## src/rtl/prog_serial_pkg.sv

```systemverilog
package prog_serial_pkg;
   localparam int REF_W_DFLT  = 14;
   localparam int N_W_DFLT    = 10;
   localparam int A_W_DFLT    = 7;
   localparam int STEER_W     = 1;

   function automatic int frame_len(input int r_w, input int n_w, input int a_w);
      return r_w + n_w + a_w + STEER_W;
   endfunction
endpackage

```

## src/rtl/prog_in_sync.sv

```systemverilog
module prog_in_sync #(
   parameter int STAGES = 0,
   parameter int W      = 3
) (
   input  logic         clk,
   input  logic         rst_n,
   input  logic [W-1:0] d,
   output logic [W-1:0] q
);
   if (W < 1) begin : g_bad_w
      $error("prog_in_sync: W must be at least 1");
   end
   if (STAGES < 0) begin : g_bad_stages
      $error("prog_in_sync: STAGES must not be negative");
   end

   if (STAGES == 0) begin : g_bypass
      assign q = d;
   end else begin : g_chain
      logic [W-1:0] st [STAGES];
      always_ff @(posedge clk or negedge rst_n) begin
         if (!rst_n) begin
            for (int i = 0; i < STAGES; i++) st[i] <= '0;
         end else begin
            st[0] <= d;
            for (int i = 1; i < STAGES; i++) st[i] <= st[i-1];
         end
      end
      assign q = st[STAGES-1];
   end
endmodule

```

## src/rtl/prog_rise_det.sv

```systemverilog
module prog_rise_det (
   input  logic clk,
   input  logic rst_n,
   input  logic lvl,
   output logic rise
);
   logic lvl_q;

   always_ff @(posedge clk or negedge rst_n) begin
      if (!rst_n) lvl_q <= 1'b0;
      else        lvl_q <= lvl;
   end

   assign rise = lvl & ~lvl_q;
endmodule

```

## src/rtl/prog_shreg.sv

```systemverilog
module prog_shreg #(
   parameter int LEN = 32
) (
   input  logic           clk,
   input  logic           rst_n,
   input  logic           shift,
   input  logic           din,
   output logic [LEN-1:0] q
);
   if (LEN < 1) begin : g_bad_len
      $error("prog_shreg: LEN must be at least 1");
   end

   if (LEN == 1) begin : g_single
      always_ff @(posedge clk or negedge rst_n) begin
         if (!rst_n)     q <= '0;
         else if (shift) q <= din;
      end
   end else begin : g_multi
      always_ff @(posedge clk or negedge rst_n) begin
         if (!rst_n)     q <= '0;
         else if (shift) q <= {q[LEN-2:0], din};
      end
   end
endmodule

```

## src/rtl/prog_hold_reg.sv

```systemverilog
module prog_hold_reg #(
   parameter int W = 8
) (
   input  logic         clk,
   input  logic         rst_n,
   input  logic         load,
   input  logic [W-1:0] d,
   output logic [W-1:0] q
);
   if (W < 1) begin : g_bad_w
      $error("prog_hold_reg: W must be at least 1");
   end

   always_ff @(posedge clk or negedge rst_n) begin
      if (!rst_n)    q <= '0;
      else if (load) q <= d;
   end
endmodule

```

## src/rtl/prog_serial_port.sv

```systemverilog
module prog_serial_port
   import prog_serial_pkg::*;
#(
   parameter int R_W         = REF_W_DFLT,
   parameter int N_W         = N_W_DFLT,
   parameter int A_W         = A_W_DFLT,
   parameter int SYNC_STAGES = 0
) (
   input  logic           clk,
   input  logic           rst_n,
   input  logic           ser_clk,
   input  logic           ser_data,
   input  logic           load_en,
   output logic           ser_out,
   output logic [R_W-1:0] ref_div,
   output logic [N_W-1:0] n_div,
   output logic [A_W-1:0] a_div
);
   localparam int STEER_POS = 0;
   localparam int A_LSB     = STEER_POS + STEER_W;
   localparam int N_LSB     = A_LSB + A_W;
   localparam int R_LSB     = N_LSB + N_W;
   localparam int SR_LEN    = frame_len(R_W, N_W, A_W);

   if (R_W < 1 || N_W < 1 || A_W < 1) begin : g_bad_fields
      $error("prog_serial_port: every field width must be at least 1");
   end
   if (R_LSB + R_W != SR_LEN) begin : g_bad_layout
      $error("prog_serial_port: field layout does not fill the frame");
   end

   logic [2:0]        pins_s;
   logic              sclk_s;
   logic              data_s;
   logic              load_s;
   logic              sclk_rise;
   logic [SR_LEN-1:0] shreg;
   logic              na_load;
   logic              ref_load;

   prog_in_sync #(.STAGES(SYNC_STAGES), .W(3)) u_sync (
      .clk  (clk),
      .rst_n(rst_n),
      .d    ({ser_clk, ser_data, load_en}),
      .q    (pins_s)
   );

   assign sclk_s = pins_s[2];
   assign data_s = pins_s[1];
   assign load_s = pins_s[0];

   prog_rise_det u_edge (
      .clk  (clk),
      .rst_n(rst_n),
      .lvl  (sclk_s),
      .rise (sclk_rise)
   );

   prog_shreg #(.LEN(SR_LEN)) u_shreg (
      .clk  (clk),
      .rst_n(rst_n),
      .shift(sclk_rise),
      .din  (data_s),
      .q    (shreg)
   );

   assign ser_out  = shreg[SR_LEN-1];
   assign na_load  = load_s;
   assign ref_load = load_s & shreg[STEER_POS];

   prog_hold_reg #(.W(R_W)) u_ref_hold (
      .clk  (clk),
      .rst_n(rst_n),
      .load (ref_load),
      .d    (shreg[R_LSB +: R_W]),
      .q    (ref_div)
   );

   prog_hold_reg #(.W(N_W + A_W)) u_na_hold (
      .clk  (clk),
      .rst_n(rst_n),
      .load (na_load),
      .d    (shreg[A_LSB +: N_W + A_W]),
      .q    ({n_div, a_div})
   );
endmodule

```

## config.mk

```make
export PLATFORM = sky130hd
export DESIGN_NAME = prog_serial_port
export DESIGN_NICKNAME = d
export VERILOG_FILES = /design/src/rtl/prog_serial_pkg.sv /design/src/rtl/prog_in_sync.sv /design/src/rtl/prog_rise_det.sv /design/src/rtl/prog_shreg.sv /design/src/rtl/prog_hold_reg.sv /design/src/rtl/prog_serial_port.sv
export SDC_FILE = /design/constraint.sdc
export NUM_CORES = 1
export LEC_CHECK = 0
export ABC_AREA = 1
export BUFFER_PORTS_ARGS = -buffer_cell sky130_fd_sc_hd__buf_2
export CORE_AREA = 4 4 64 95
export DETAILED_ROUTE_END_ITERATION = 7
export DIE_AREA = 0 0 68 99
export HOLD_SLACK_MARGIN = 0.06
export PLACE_DENSITY_LB_ADDON = 0.25
export SKIP_LAST_GASP = 1
export SYNTH_ARGS = -nofsm -noshare
export SYNTH_HDL_FRONTEND = slang
export SYNTH_HIERARCHICAL = 1
export SYNTH_SLANG_ARGS = --single-unit
```

## constraint.sdc

```tcl
create_clock -name clk -period 2.9 [get_ports clk]
set_input_delay 0.29 -clock clk [delete_from_list [all_inputs] [get_ports clk]]
set_output_delay 0.29 -clock clk [all_outputs]
set_load 0.01 [all_outputs]
```

# Yosys cells after proc, flatten, opt, wreduce, memory -nomap -nowiden
# Cells that the tools add are included.
[word_totals]
regBits = 64
latchBits = 0
mem_bits_rw = 0
romBits = 0
in_bits = 5
word_cells = 7
mem_count = 0
[op_classes]
addsub = 0
mul = 0
n_div = 0
n_lt_le_gt_ge = 0
n_eq_ne = 0
shift = 0
n_mux = 0
bitwise_logic = 3
reduce_logical = 0
[op_table]
columns = ["operator", "n"]
rows = [
  ["1-bit AND", 2],
  ["1-bit inverter", 1],
]

# Logic depth before layout (Yosys ltp)
[logic_depth]
ltp_word = 2
ltp_mapped = 8

# Modules after synthesis
# Netlist, hierarchy kept.
[modules_own_cells]
columns = ["mod", "n_inst", "cells_each", "area_each_um2"]
rows = [
  ["prog_shreg", 1, 136, 1295.0],
  ["prog_hold_reg at u_na_hold", 1, 72, 680.7],
  ["prog_hold_reg at u_ref_hold", 1, 59, 530.5],
  ["prog_rise_det", 1, 3, 35.0],
  ["prog_in_sync", 1, 3, 22.5],
  ["prog_serial_port", 1, 2, 7.5],
]

# Worst setup path after synthesis
# OpenSTA, ideal clock, no wires.
[synth_path]
path_type = "input port to flip-flop"
startpoint = "in ser_clk"
endpoint = "reg u_shreg.q[0]"
arrival_time_ps = 875
required_ps = 2784
setup_slack_ps = 1909
path_stages = 8
n_path_buf = 3
cell_sequence = "buf_4 inv_1 nor2_2 buf_6 inv_8 buf_12 nand2_2 nand2_1"
[synth_via]
elab_chain_cells = 1
[synth_rtl]
columns = ["element", "line", "source"]
rows = [
  ["from (decl)", "prog_serial_port.sv:11", "input logic ser_clk,"],
  ["1-bit AND", "prog_rise_det.sv:14", "assign rise = lvl & ~lvl_q;"],
  ["net sclk_rise", "prog_serial_port.sv:36", "logic sclk_rise;"],
  ["to (signal assigned)", "prog_shreg.sv:22", "else if (shift) q <= {q[LEN-2:0], din};"],
  ["to (decl)", "prog_shreg.sv:8", "output logic [LEN-1:0] q"],
]
# The timed path passes the listed nets, and every way through them passes these cells.
# A chain may end at the register's enable or synchronous reset.

# Worst setup path after layout
[layout_path]
startpoint = "reg u_edge.lvl_q"
endpoint = "reg u_shreg.q[7]"
[layout_via]
elab_chain_cells = 2
[layout_rtl]
columns = ["element", "line", "source"]
rows = [
  ["from (decl)", "prog_rise_det.sv:7", "logic lvl_q;"],
  ["from (signal assigned)", "prog_rise_det.sv:11", "else lvl_q <= lvl;"],
  ["1-bit inverter", "prog_rise_det.sv:14", ""],
  ["1-bit AND", "prog_rise_det.sv:14", ""],
  ["net sclk_rise", "prog_serial_port.sv:36", ""],
]
# The timed path passes the listed nets, and every way through them passes these cells.

==> run summary <==
Seq cells post-synth = 64
top cells by area, synth = dfrtp_1 62%, nand2_1 25%, nand2_2 3.9%, buf_6 2.2%, clkbuf_8 2.1%
Post-layout nets = 315
endpoints failing hold = 0
slew margin rel. = 55.9%
Synth warnings = 6
maximum vdd drop = 0.364 mV
DRC = 0
synthesized area = 2570 um^2
Worst setup startpoint = u_edge/lvl_q
status = completed
worst reg2reg path depth = 4
initial antenna violation count = 0
Area growth syn-to-layout = 13.5%
DP HPWL = 2820 um
FP Rows = 32
CTS buffer count = 9
Die Width = 68 um
port bufs = 36
Worst Path Max Fanout = 20
worst min path class = input port to register
drt pass-1 iters = 4
# Post-CTS Setup Buffers = 0
reg-to-reg startpoint = u_edge/lvl_q
Resize count post-CTS = 0
RSZ-0062 raised after global routing = false
Routed WL = 4330 um
first-pass GRT wire length = 7620 um
Vias/cell = 4.50
leading cell type in the layout, fill and taps excluded = nand2_1
RePlAce Congestion = 0.695
Reg2Reg Capture Point = u_shreg/q[7]
Yosys top cell by area = dfrtp_1
Mapped Cells = 275
final worst-path cycle share = 51.0%
layout cells sized above 1 = 23.2%
dpl cell area = 2690 um^2
antenna cells = 0
Req. time, crit path = 3.16 ns
Worst-path clk slew = 0.06 ns
Slew Limit Fails = 0
Fin Clk Skew = 0.00752 ns
hold_sp = ser_clk
core area = 5200 um^2
routed vias = 1722
fmax = 676 MHz
Wirelength per Cell = 11.3 um
Antenna Nets Post-Route = 0
CP endpoint kind = register
Iter 0 DRT Violations = 93
clock insertion delay at the later pin of the skew report = 0.33 ns
CTS Hold Bufs = 1
vias in the first global route = 1679
setup TNS = 0 ns
most frequent cells in the layout = 174 x nand2_1, 64 x dfrtp_1, 36 x buf_2
CTS tree = done
Initial Utilization = 49.4%
syn nets = 280
chip height = 99 um
clock sinks = 64
top-area cell type share of the netlist area = 62.3%
final core area utilization = 56.1%
Top Ports = 37
startpoint types = register
post-synthesis sequential area ratio = 62.3%
Worst Setup Path Type = register to register
global route overflow = 0
maxcap violations = 0
leakage dissipation = 1.75 nW
clk root buf = clkbuf_8
synth unique cells = 12
Power, Total = 2.08 mW
maximum number of pins on one net before global-route repair = 60
Avg Inst Size Synth = 9.35 um^2
worst hold endpoint = u_edge/lvl_q
Post-Layout Inst Area = 2920 um^2
final-report setup violation count = 0
R2R Setup Slk = 1.42 ns
level count of the clock H-tree = 3
Final Critical Period = 1.48 ns
Worst Tran Pin Value = 0.661 ns
DIE AREA = 6730 um^2
power per cell area = 713 nW/um^2
crit path DAT = 1.74 ns
GRT Total Usage = 14.8%
Hold Path Depth = 1
CTS max path bufs = 2
[Yosys cell counts]
library cell / count
buf_4: 4
nand2_2: 16
inv_8: 2
buf_6: 5
inv_1: 2
buf_12: 1
inv_2: 1
buf_8: 1
dfrtp_1: 64
clkbuf_8: 4
nor2_2: 1
nand2_1: 174
[critical path, stage by stage, from the launching register on]
cell and delay, ns:
dfrtp_1 0.37, nor2_2 0.53, buf_4 0.36, nand2_1 0.08, nand2_1 0.08
[metal layers]
| metal | track usage (%) | share of wire [%] | routed length, um |
|---|---|---|---|
| met2 | 21.4 | 45 | 1940 |
| met4 | 7.35 | 1.8 | 79 |
| met3 | 4.45 | 4.2 | 181 |
| met1 | 20.0 | 49 | 2130 |
| met5 | 0 | 0 | 0 |
[registers in the layout, summed over array words and instances, names as in the netlist]
signal        flops
u_edge/lvl_q      1
u_na_hold/q      17
u_ref_hold/q     14
u_shreg/q        32
[layout make-up]
class                   count  area, um^2
well taps                  68        85.1
flip-flops and latches     64        1600
clock buffers              11         141
repair buffers             39         218
clock inverters             5        80.1
multi-input cells         191         759
inverters                   5        33.8
fillers                   493        2290
[worst max path at each step]
stage / to / slack [ns]
final: u_shreg/q[7] / 1.42
after global routing: u_shreg/q[7] / 1.30
after CTS: u_shreg/q[17] / 1.39
after detailed placement: u_ref_hold/q[6] / 1.35
after global placement: u_shreg/q[17] / 1.38
after floorplan: u_shreg/q[0] / 1.91
[kinds of logic (layout without fill, tap and decap cells)]
kind of cell           after synthesis  in the layout  synth area share, %
DFF                                 64             64                 62.3
buffers and inverters               20             60                 8.17
and+or+nand+nor                    191            191                 29.5
[stage by stage]
step | hold WS [ns] | cells | worst slack, ns
after floorplan | -0.00559 | 275 | 1.91
final | 0.0836 | 383 | 1.42
after CTS | 0.0641 | 383 | 1.39
after global placement | 0.133 | 366 | 1.38
after detailed placement | 0.138 | 366 | 1.35
after global routing | 0.0609 | 383 | 1.30
[power by group]
group	internal [mW]	total (mW)	switching, mW
Combinational	0.0788	0.207	0.129
Clock	0.506	0.832	0.326
Sequential	0.980	1.04	0.0634
Total	1.56	2.08	0.518
Power figures use the tool's default switching activity.
